### config.mk
export PLATFORM = sky130hd
export DESIGN_NAME = cfg_reg_bank
export DESIGN_NICKNAME = d
export VERILOG_FILES = /design/src/rtl/cfg_bank_pkg.sv /design/src/rtl/cfg_field_reg.sv /design/src/rtl/cfg_index_reg.sv /design/src/rtl/cfg_read_mux.sv /design/src/rtl/cfg_reg_bank.sv
export SDC_FILE = /design/constraint.sdc
export NUM_CORES = 1
export LEC_CHECK = 0
export CAP_MARGIN = 20
export CORE_MARGIN = 1.5
export CORE_UTILIZATION = 30
export DETAILED_ROUTE_END_ITERATION = 12
export SLEW_MARGIN = 10
export SYNTH_ARGS = -nofsm -noshare
export SYNTH_HDL_FRONTEND = slang
export SYNTH_SLANG_ARGS = --single-unit
export TNS_END_PERCENT = 20
### constraint.sdc
create_clock -name clk -period 6.5 [get_ports clk]
set_input_delay 1.95 -clock clk [delete_from_list [all_inputs] [get_ports clk]]
set_output_delay 1.95 -clock clk [all_outputs]
set_load 0.005 [all_outputs]
### src/rtl/cfg_bank_pkg.sv
package cfg_bank_pkg;
  localparam int DATA_W   = 8;
  localparam int IDX_W    = 8;
  localparam int NUM_REGS = 2;

  // register numbers
  localparam int REG_CTRL = 0;
  localparam int REG_PINS = 1;

  // bit positions inside the registers
  localparam int PWR_BIT   = 3;
  localparam int OSC_BIT   = 5;
  localparam int VALID_BIT = 7;
  localparam int PDN_BIT   = 2;
  localparam int LOCK_BIT  = 7;

  typedef logic [NUM_REGS-1:0][DATA_W-1:0] reg_table_t;

  // entry 0 = control register, entry 1 = pin register
  localparam reg_table_t REG_RST   = {8'h90, 8'h28};
  localparam reg_table_t REG_WR    = {8'h84, 8'hA8};
  localparam reg_table_t REG_ONES  = {8'h10, 8'h00};
  localparam reg_table_t REG_CLR   = {8'h80, 8'h00};
  localparam reg_table_t REG_KEEP  = {8'h80, 8'h00};
endpackage

### src/rtl/cfg_field_reg.sv
module cfg_field_reg #(
  parameter int             W         = 8,
  parameter logic [W-1:0]   RST_VAL   = '0,
  parameter logic [W-1:0]   WR_MASK   = '1,
  parameter logic [W-1:0]   ONES_MASK = '0,
  parameter logic [W-1:0]   CLR_MASK  = '0,
  parameter logic [W-1:0]   KEEP_MASK = '0
) (
  input  logic         clk,
  input  logic         rst,
  input  logic         soft_rst,
  input  logic         we,
  input  logic [W-1:0] wdata,
  output logic [W-1:0] q,
  output logic [W-1:0] rd_val
);
  localparam logic [W-1:0] STORE_RST = RST_VAL & WR_MASK;
  localparam logic [W-1:0] FREE_MASK = WR_MASK & ~CLR_MASK;

  logic [W-1:0] q_r;
  logic [W-1:0] wr_next;
  logic [W-1:0] soft_next;

  // plain bits take the bus, clear-only bits can only fall
  always_comb begin
    wr_next   = (wdata & FREE_MASK) | (wdata & q_r & CLR_MASK);
    soft_next = (STORE_RST & ~KEEP_MASK) | (q_r & KEEP_MASK);
  end

  always_ff @(posedge clk) begin
    if (rst) begin
      q_r <= STORE_RST;
    end else if (soft_rst) begin
      q_r <= soft_next;
    end else if (we) begin
      q_r <= wr_next;
    end
  end

  assign q      = q_r;
  assign rd_val = (q_r & WR_MASK) | ONES_MASK;
endmodule

### src/rtl/cfg_index_reg.sv
module cfg_index_reg #(
  parameter int W = 8
) (
  input  logic         clk,
  input  logic         rst,
  input  logic         soft_rst,
  input  logic         load,
  input  logic [W-1:0] din,
  output logic [W-1:0] idx
);
  always_ff @(posedge clk) begin
    if (rst || soft_rst) begin
      idx <= '0;
    end else if (load) begin
      idx <= din;
    end
  end
endmodule

### src/rtl/cfg_read_mux.sv
module cfg_read_mux #(
  parameter int N     = 2,
  parameter int W     = 8,
  parameter int IDX_W = 8
) (
  input  logic [N-1:0][W-1:0] regs,
  input  logic [IDX_W-1:0]    idx,
  input  logic                open,
  output logic [W-1:0]        rdata
);
  localparam int SEL_W = (N > 1) ? $clog2(N) : 1;

  logic             idx_ok;
  logic [SEL_W-1:0] sel;

  assign idx_ok = (idx < IDX_W'(N));
  assign sel    = idx[SEL_W-1:0];

  always_comb begin
    rdata = '0;
    if (open && idx_ok) begin
      rdata = regs[sel];
    end
  end
endmodule

### src/rtl/cfg_reg_bank.sv
module cfg_reg_bank
  import cfg_bank_pkg::*;
#(
  parameter int DATA_W = cfg_bank_pkg::DATA_W,
  parameter int IDX_W  = cfg_bank_pkg::IDX_W
) (
  input  logic              clk,
  input  logic              rst,
  input  logic              soft_rst,
  input  logic              cfg_mode,
  input  logic              idx_we,
  input  logic              data_we,
  input  logic [DATA_W-1:0] wdata,
  output logic [DATA_W-1:0] rdata,
  output logic              fdc_pwr_o,
  output logic              osc_en_o,
  output logic              pdn_sel_o,
  output logic              sw_valid_o
);
  localparam int N = NUM_REGS;

  logic [IDX_W-1:0]          idx_q;
  logic [N-1:0][DATA_W-1:0]  reg_q;
  logic [N-1:0][DATA_W-1:0]  reg_rd;
  logic [N-1:0]              reg_we;
  logic                      lock_q;
  logic                      access_open;

  cfg_index_reg #(.W(IDX_W)) u_index (
    .clk      (clk),
    .rst      (rst),
    .soft_rst (soft_rst),
    .load     (idx_we && cfg_mode),
    .din      (IDX_W'(wdata)),
    .idx      (idx_q)
  );

  for (genvar g = 0; g < N; g++) begin : g_reg
    assign reg_we[g] = data_we && access_open && (idx_q == IDX_W'(g));

    cfg_field_reg #(
      .W         (DATA_W),
      .RST_VAL   (DATA_W'(REG_RST[g])),
      .WR_MASK   (DATA_W'(REG_WR[g])),
      .ONES_MASK (DATA_W'(REG_ONES[g])),
      .CLR_MASK  (DATA_W'(REG_CLR[g])),
      .KEEP_MASK (DATA_W'(REG_KEEP[g]))
    ) u_reg (
      .clk      (clk),
      .rst      (rst),
      .soft_rst (soft_rst),
      .we       (reg_we[g]),
      .wdata    (wdata),
      .q        (reg_q[g]),
      .rd_val   (reg_rd[g])
    );
  end

  assign lock_q      = reg_q[REG_PINS][LOCK_BIT];
  assign access_open = cfg_mode && lock_q;

  cfg_read_mux #(.N(N), .W(DATA_W), .IDX_W(IDX_W)) u_rmux (
    .regs  (reg_rd),
    .idx   (idx_q),
    .open  (access_open),
    .rdata (rdata)
  );

  // outputs come straight from flops
  assign fdc_pwr_o  = reg_q[REG_CTRL][PWR_BIT];
  assign osc_en_o   = reg_q[REG_CTRL][OSC_BIT];
  assign sw_valid_o = reg_q[REG_CTRL][VALID_BIT];
  assign pdn_sel_o  = reg_q[REG_PINS][PDN_BIT];
endmodule

==> impl_summary.txt, run 1 <==
----------------------------------------------------
[STA]
  Final Hold Fails ... 0
  Setup violators final ... 0
  Worst setup skew after layout ... 0.00320 ns
  RSZ-0062 raised after global routing ... false
  Final period utilization ... 0.889
  Minimum period implied by the final worst setup slack ... 5.78 ns
  Fin. max-slew vios ... 0
  Highest clock frequency the design can meet ... about 170 MHz
  Sum of negative setup slack ... 0 ns

[Placed design]
  Port Buf Inserts ... 22
  Detail Placement HPWL ... 1120 um
  RePlAce Congestion ... approximately 0.78

[Global route]
  Maximum number of pins on one net before global-route repair ... 13
  Total GRT Usage ... 0.136
  GR Overflow Total ... 0
  Global-route wire length before repair ... 2500 um
  Vias in the first global route ... approximately 550
  Initial antenna violation count ... 0

[Finish]
  Number of diodes added for antenna fixing ... 0
  Area growth syn-to-layout ... 39.5%
  Layout cells sized above 1 ... 0.111
  Post-layout nets ... 114

[CTS]
  Number of sinks on the clock net ... 13
  Number of buffers created by CTS ... 3
  Clock tree from TritonCTS ... yes
  Clock transition at the registers of the reported paths ... 0.08 ns
  Post-cts sizing count ... 0
  H-Tree Level Count ... 1
  Clock tree root driver cell ... clkbuf_4
  Number of buffers inserted to repair setup after CTS ... 0
  Worst-Skew Late Latency ... 0.28 ns
  CTS max path bufs ... 2
  Number of buffers inserted by hold repair at cts ... 0

[Die]
  Die height ... between 40 and 50 um
  Die area ... 2460 um^2
  Floorplan Core Area ... 2000 um^2
  Starting Density ... 0.326
  Num rows ... 16
  X dimension of the die ... 49.6 um
  Boundary pin count ... 26

[Logic synthesis]
  Synthesized netlist cell count ... 77
  Register area share after synthesis ... 0.399
  EDFF count, synth ... 0
  Number of distinct library cell variants in the gate-level netlist after synthesis ... 20
  Flip-flop and latch count after synthesis ... 13
  Count of warnings emitted by yosys ... 0
  Ys flop type ... dfxtp_1
  Fraction of registers with async set/reset ... 0
  Netlist area before placement ... around 650 um^2
  Syn Area/Cell ... 8.47 um^2

[Critical path]
  CP Launch Type ... primary input
  R2R Path End ... g_reg[1].u_reg.q[7]$_SDFFE_PP1P_
  Required time at the worst-slack endpoint ... 4.55 ns
  Endpoint arrival time on the critical path ... 3.83 ns
  Count of cells along the worst register-to-register path ... 3
  Launch point of the worst reg-to-reg path ... u_index.idx[7]$_SDFFE_PP0P_
  WS Path Type ... primary input to primary output
  CP Capture Type ... primary output
  Minimum setup slack among reg-to-reg paths ... 4.77 ns
  Maximum fanout along the worst path ... 4

[Power and ir drop]
  Power density relative to cell area ... 179 nW/um^2
  Leak ... approximately 0.32 nW
  IR Drop Worst-Case VDD ... 97.8 uV
  Total Power ... 163 uW

[Min path]
  Cell count of the worst hold path ... 2
  Hold-critical path endpoint ... u_index.idx[6]$_SDFFE_PP0P_
  Hold/Removal Path Class ... flip-flop to flip-flop
  Startpoint of the tightest hold check path ... u_index.idx[6]$_SDFFE_PP0P_

[Drt]
  Number of design rule violations left after detail routing ... 0
  Average detailed-routed wire length per instance ... roughly 12 um
  Final ANT Viol Nets ... 0
  Drt pass-1 iters ... 6
  Initial detailed-routing violation count ... 12
  Vias ... 615
  DRT Wirelength ... 1470 um
  Vias per Instance ... 4.88

[Job]
  Max Cap Viol ... 0

[Run status]
  Result of the run ... finished clean

----------------------------------------------------
[metrics by stage]
step	hold slack, ns	utilization	cells	worst slack [ns]	area [um^2]
6_report	0.469	0.454	126	0.722	910
5_1_grt	0.495	0.454	126	0.641	910
4_1_cts	0.467	0.454	126	0.715	910
3_5_place_dp	0.452	0.441	122	0.715	883
3_3_place_gp	0.446	0.441	122	0.729	883
2_1_floorplan	0.436	-	79	1.43	659
[power by group]
group | internal, mW | switching (mW)
Combinational | 0.0169 | 0.0124
Sequential | 0.0811 | 0.00141
Clock | 0.0238 | 0.0273
[registers in the layout, summed over array words and instances (netlist names)]
register	cells
u_index.idx	8
g.u_reg.q	5
[cell type report]
cell class | instances | area (um^2)
flip-flops and latches | 13 | 260
fillers | 194 | 1090
clock buffers | 4 | 26.3
repair buffers | 23 | 228
multi-input cells | 59 | 362
well taps | 27 | 33.8
[cell usage in the layout, fill, tap and decap left out, types with 2 or more instances in the layout]
master,synthesis,final
clkdlybuf4s50_1,0,22
nand2_1,14,14
dfxtp_1,13,13
nand3_1,8,8
a21oi_1,8,8
nor2_1,6,6
mux2i_1,5,5
conb_1,1,3
clkbuf_4,0,3
or4_4,2,2
or2_2,2,2
nor3b_2,2,2
nor4_1,2,2
[kinds of logic (layout without fill, tap and decap cells)]
group | count (synthesis) | count (layout) | share of synthesized area
AO/OA/AOI/OAI | 9 | 9 | 0.0749
flip-flops | 13 | 13 | 0.399
multiplexers | 5 | 5 | 0.0768
other | 1 | 3 | 0.00575
AND/OR/NAND/NOR | 42 | 42 | 0.386
buffers and inverters | 7 | 27 | 0.0576
[worst max-delay path: stages]
cell and delay, ns:
clkdlybuf4s50_1 0.48, nand2_1 0.13, or4_4 0.58, nor3b_2 0.17, clkdlybuf4s50_1 0.51
[synth_stat cells, drive strengths merged, types with 2 or more instances]
| master | number | share of area |
|---|---|---|
| nand2 | 14 | 0.081 |
| nor3b | 2 | 0.038 |
| mux2i | 5 | 0.077 |
| a21oi | 8 | 0.061 |
| or4 | 2 | 0.035 |
| buf | 3 | 0.035 |
| nor4 | 3 | 0.052 |
| dfxtp | 13 | 0.40 |
| or2 | 2 | 0.019 |
| nand3 | 8 | 0.061 |
| nor2 | 6 | 0.035 |
| clkbuf | 4 | 0.023 |
[layer usage]
metal / GRT usage / wire, um
met5: 0 / 0
met2: 0.193 / 647
met4: 0.0972 / 38
met1: 0.179 / 705
met3: 0.0303 / 77
[worst max path at each step]
stage,startpoint,endpoint,slack [ns],cells past startpoint
detailed placement,cfg_mode,rdata[5],0.71,5
finish,cfg_mode,rdata[5],0.72,5
global placement,cfg_mode,rdata[5],0.73,5
CTS,cfg_mode,rdata[5],0.71,5
floorplan,cfg_mode,rdata[3],1.43,4
global route,cfg_mode,rdata[5],0.64,5
No activity file was read; power rests on OpenSTA's default activity.
==> run 2: changes to the inputs <==
GPL_TIMING_DRIVEN = 0   (was unset)
SLEW_MARGIN = unset   (was 10)
==> run 2 against run 1 <==
  * Clock-buffer cell count unchanged
  * Total power down 1.5%
  * Sequential power down 0.5%
  * Worst setup slack better by 0.0080 ns
  * Flip-flop and latch count unchanged
  * Clock skew down 0.00098 ns
  * Clock power down 5.9%
  * Non-clock buffer count up 4
  * Cell count up 3.2%
  * Sequential share of layout area down 0.31 points
  * Design area up 1.1%
  * Combinational power up 3%
  * Largest power group unchanged
==> impl_summary.txt, run 2 (synthesis gave the netlist of run 1 again) <==
----------------------------------------------------
[Min path]
  Cell count of the worst hold path ... 2 (unchanged)
  Hold/Removal Path Class ... flip-flop to flip-flop

[Placed design]
  RePlAce Congestion ... 0.734 (-5.3%)
  Number of placed cells counting well taps ... 126 (+3.3%)
  Minimum setup slack after placement ... 0.748 ns (+0.0330 ns)
  Port Buf Inserts ... 20 (-9.1%)
  Cell Area, Placed ... 893 um^2 (+1.1%)
  Detail Placement HPWL ... 1150 um (+2.8%)

[Drt]
  Drt pass-1 iters ... 4 (-2)
  Number of design rule violations left after detail routing ... 0 (unchanged)
  Initial detailed-routing violation count ... 12 (unchanged)
  Vias ... 606 (-1.5%)
  Average detailed-routed wire length per instance ... 11.8 um (+1.1%)
  Vias per Instance ... 4.66 (-4.5%)
  DRT Wirelength ... 1530 um (+4.4%)
  Final ANT Viol Nets ... 0 (unchanged)

[Critical path]
  Count of cells along the worst register-to-register path ... 3 (unchanged)
  Maximum fanout along the worst path ... 10 (+6)
  Endpoint arrival time on the critical path ... 3.82 ns (about the same)
  Required time at the worst-slack endpoint ... 4.55 ns (about the same)
  CP Launch Type ... primary input
  WS Path Type ... primary input to primary output
  CP Capture Type ... primary output

[Die]
  Die area ... 2460 um^2 (unchanged)
  Die height ... 49.6 um (unchanged)
  X dimension of the die ... 49.6 um (unchanged)
  Starting Density ... 0.326 (unchanged)
  Boundary pin count ... 26 (unchanged)
  Floorplan Core Area ... 2000 um^2 (unchanged)
  Num rows ... 16 (unchanged)

[Finish]
  Most common cell after layout, fill and taps aside ... clkdlybuf4s50_1
  Post-route design area ... 920 um^2 (+1.1%)
  Area growth syn-to-layout ... 41.1%
  Filler cells ... 218 (+12%)
  Commonest non-fill, non-tap cells in the layout ... clkdlybuf4s50_1 (20), nand2_1 (14), dfxtp_1 (13)
  Number of diodes added for antenna fixing ... 0 (unchanged)
  Layout cells sized above 1 ... 0.126 (+0.0151)
  Register ranked first by flip-flop count ... u_index.idx
  Largest register FFs ... 8 (unchanged)
  Post-layout nets ... 118 (+3.5%)
  Fin cells ... 130 (+3.2%)

[Power and ir drop]
  IR Drop Worst-Case VDD ... 93.9 uV (-4.1%)
  Combinational group share of total power ... 0.189 (+0.009)
  Switching power of the nets ... 38.7 uW (-5.8%)
  Power density relative to cell area ... 175 nW/um^2 (-2.6%)
  Portion of total power attributed to the clock network ... 0.300 (-0.014)
  Switching portion of total power ... 0.241 (-0.0112)
  Leak ... 0.330 nW (+2.6%)
  Portion of total power attributed to sequential cells ... 0.512 (+0.006)
  Power Internal ... 122 uW (about the same)
  Total Power ... 161 uW (-1.5%)

[Global route]
  Total GRT Usage ... 0.134 (-0.00144)
  Vias in the first global route ... 547 (-0.73%)
  Global-route wire length before repair ... 2520 um (+0.56%)
  GR Overflow Total ... 0 (unchanged)
  Maximum number of pins on one net before global-route repair ... 11 (-2)
  Initial antenna violation count ... 0 (unchanged)

[CTS]
  Number of buffers inserted by hold repair at cts ... 0 (unchanged)
  H-Tree Level Count ... 1 (unchanged)
  Number of buffers inserted to repair setup after CTS ... 0 (unchanged)
  Number of buffers created by CTS ... 3 (unchanged)
  Clock tree from TritonCTS ... yes
  CTS max path bufs ... 2 (unchanged)
  Post-cts sizing count ... 0 (unchanged)
  Clock transition at the registers of the reported paths ... 0.07 ns (about the same)
  Number of sinks on the clock net ... 13 (unchanged)
  Clock tree root driver cell ... clkbuf_4
  Worst-Skew Late Latency ... 0.27 ns (about the same)

[STA]
  Final Hold Fails ... 0 (unchanged)
  RSZ-0062 raised after global routing ... false
  Sum of negative setup slack ... 0 ns (unchanged)
  Worst setup skew after layout ... 0.00222 ns (-0.000981 ns)
  Setup violators final ... 0 (unchanged)
  Fin. max-slew vios ... 0 (unchanged)
  Least setup slack across all paths after layout ... 0.730 ns (+0.00804 ns)
  Minimum period implied by the final worst setup slack ... 5.77 ns (-0.00805 ns)
  Highest clock frequency the design can meet ... 173 MHz (+0.14%)
  Final period utilization ... 0.888 (-0.00124)

[Job]
  Max Cap Viol ... 0 (unchanged)

[Run status]
  Result of the run ... finished clean

----------------------------------------------------
==> run 2: cell type report <==
class                           count  area, um^2  share of cell area
Buffer                              7        37.5              0.0408
Sequential cell                    13         260               0.283
Multi-Input combinational cell     59         362               0.393
Clock buffer                        4        26.3              0.0286
Timing Repair Buffer               20         200               0.218
Tap cell                           27        33.8              0.0367
==> run 2: through the flow <==
| stage | hold slack, ns | util |
|---|---|---|
| detailed placement | 0.449 | 0.446 |
| finish | 0.457 | 0.459 |
| global route | 0.480 | 0.459 |
| global placement | 0.446 | 0.446 |
| CTS | 0.460 | 0.459 |
| floorplan | 0.436 | - |
==> run 2: worst paths after layout <==
path                                from                                to  slack (ns)
max                             cfg_mode                          rdata[5]        0.73
min          u_index.idx[6]$_SDFFE_PP0P_       u_index.idx[6]$_SDFFE_PP0P_        0.46
max reg2reg  u_index.idx[7]$_SDFFE_PP0P_  g_reg[1].u_reg.q[7]$_SDFFE_PP1P_        4.77
min reg2reg  u_index.idx[6]$_SDFFE_PP0P_       u_index.idx[6]$_SDFFE_PP0P_        0.46
==> run 2: power groups by stage <==
stage          clock (mW)  combinational [mW]  sequential [mW]
2_1_floorplan           0              0.0160           0.0838
3_3_place_gp            0              0.0297           0.0839
3_5_place_dp            0              0.0304           0.0840
4_1_cts            0.0511              0.0306           0.0821
5_1_grt            0.0563              0.0331           0.0824
6_report           0.0481              0.0303           0.0821
==> run 2: metal layers <==
metal	vias up	track usage	wire, um	part of all wire
li1	318	-	-	-
met1	268	0.189	778	0.51
met2	18	0.193	675	0.44
met3	2	0.0242	65	0.042
met4	0	0.0694	14	0.0091
met5	-	0	0	0
==> run 2: worst max-delay path, stage by stage <==
cell	delay, ns
clkbuf_1	0.33
nand2_1	0.23
or4_4	0.60
nor3b_2	0.18
clkdlybuf4s50_1	0.52
==> run 3: changes to the inputs <==
clock period = 5.1 ns   (was 6.5 ns; I/O delays follow)
==> results of run 3 <==
Same layout as run 2 (identical final DEF). Status: finished clean.
Among the figures that moved: setup slack after placement 0.748 ns -> 0.188 ns; setup slack after layout 0.730 ns -> 0.170 ns; register-to-register setup slack 4.77 ns -> 3.37 ns; total power 0.161 mW -> 0.205 mW; worst IR drop on VDD 93.9 uV -> 120 uV
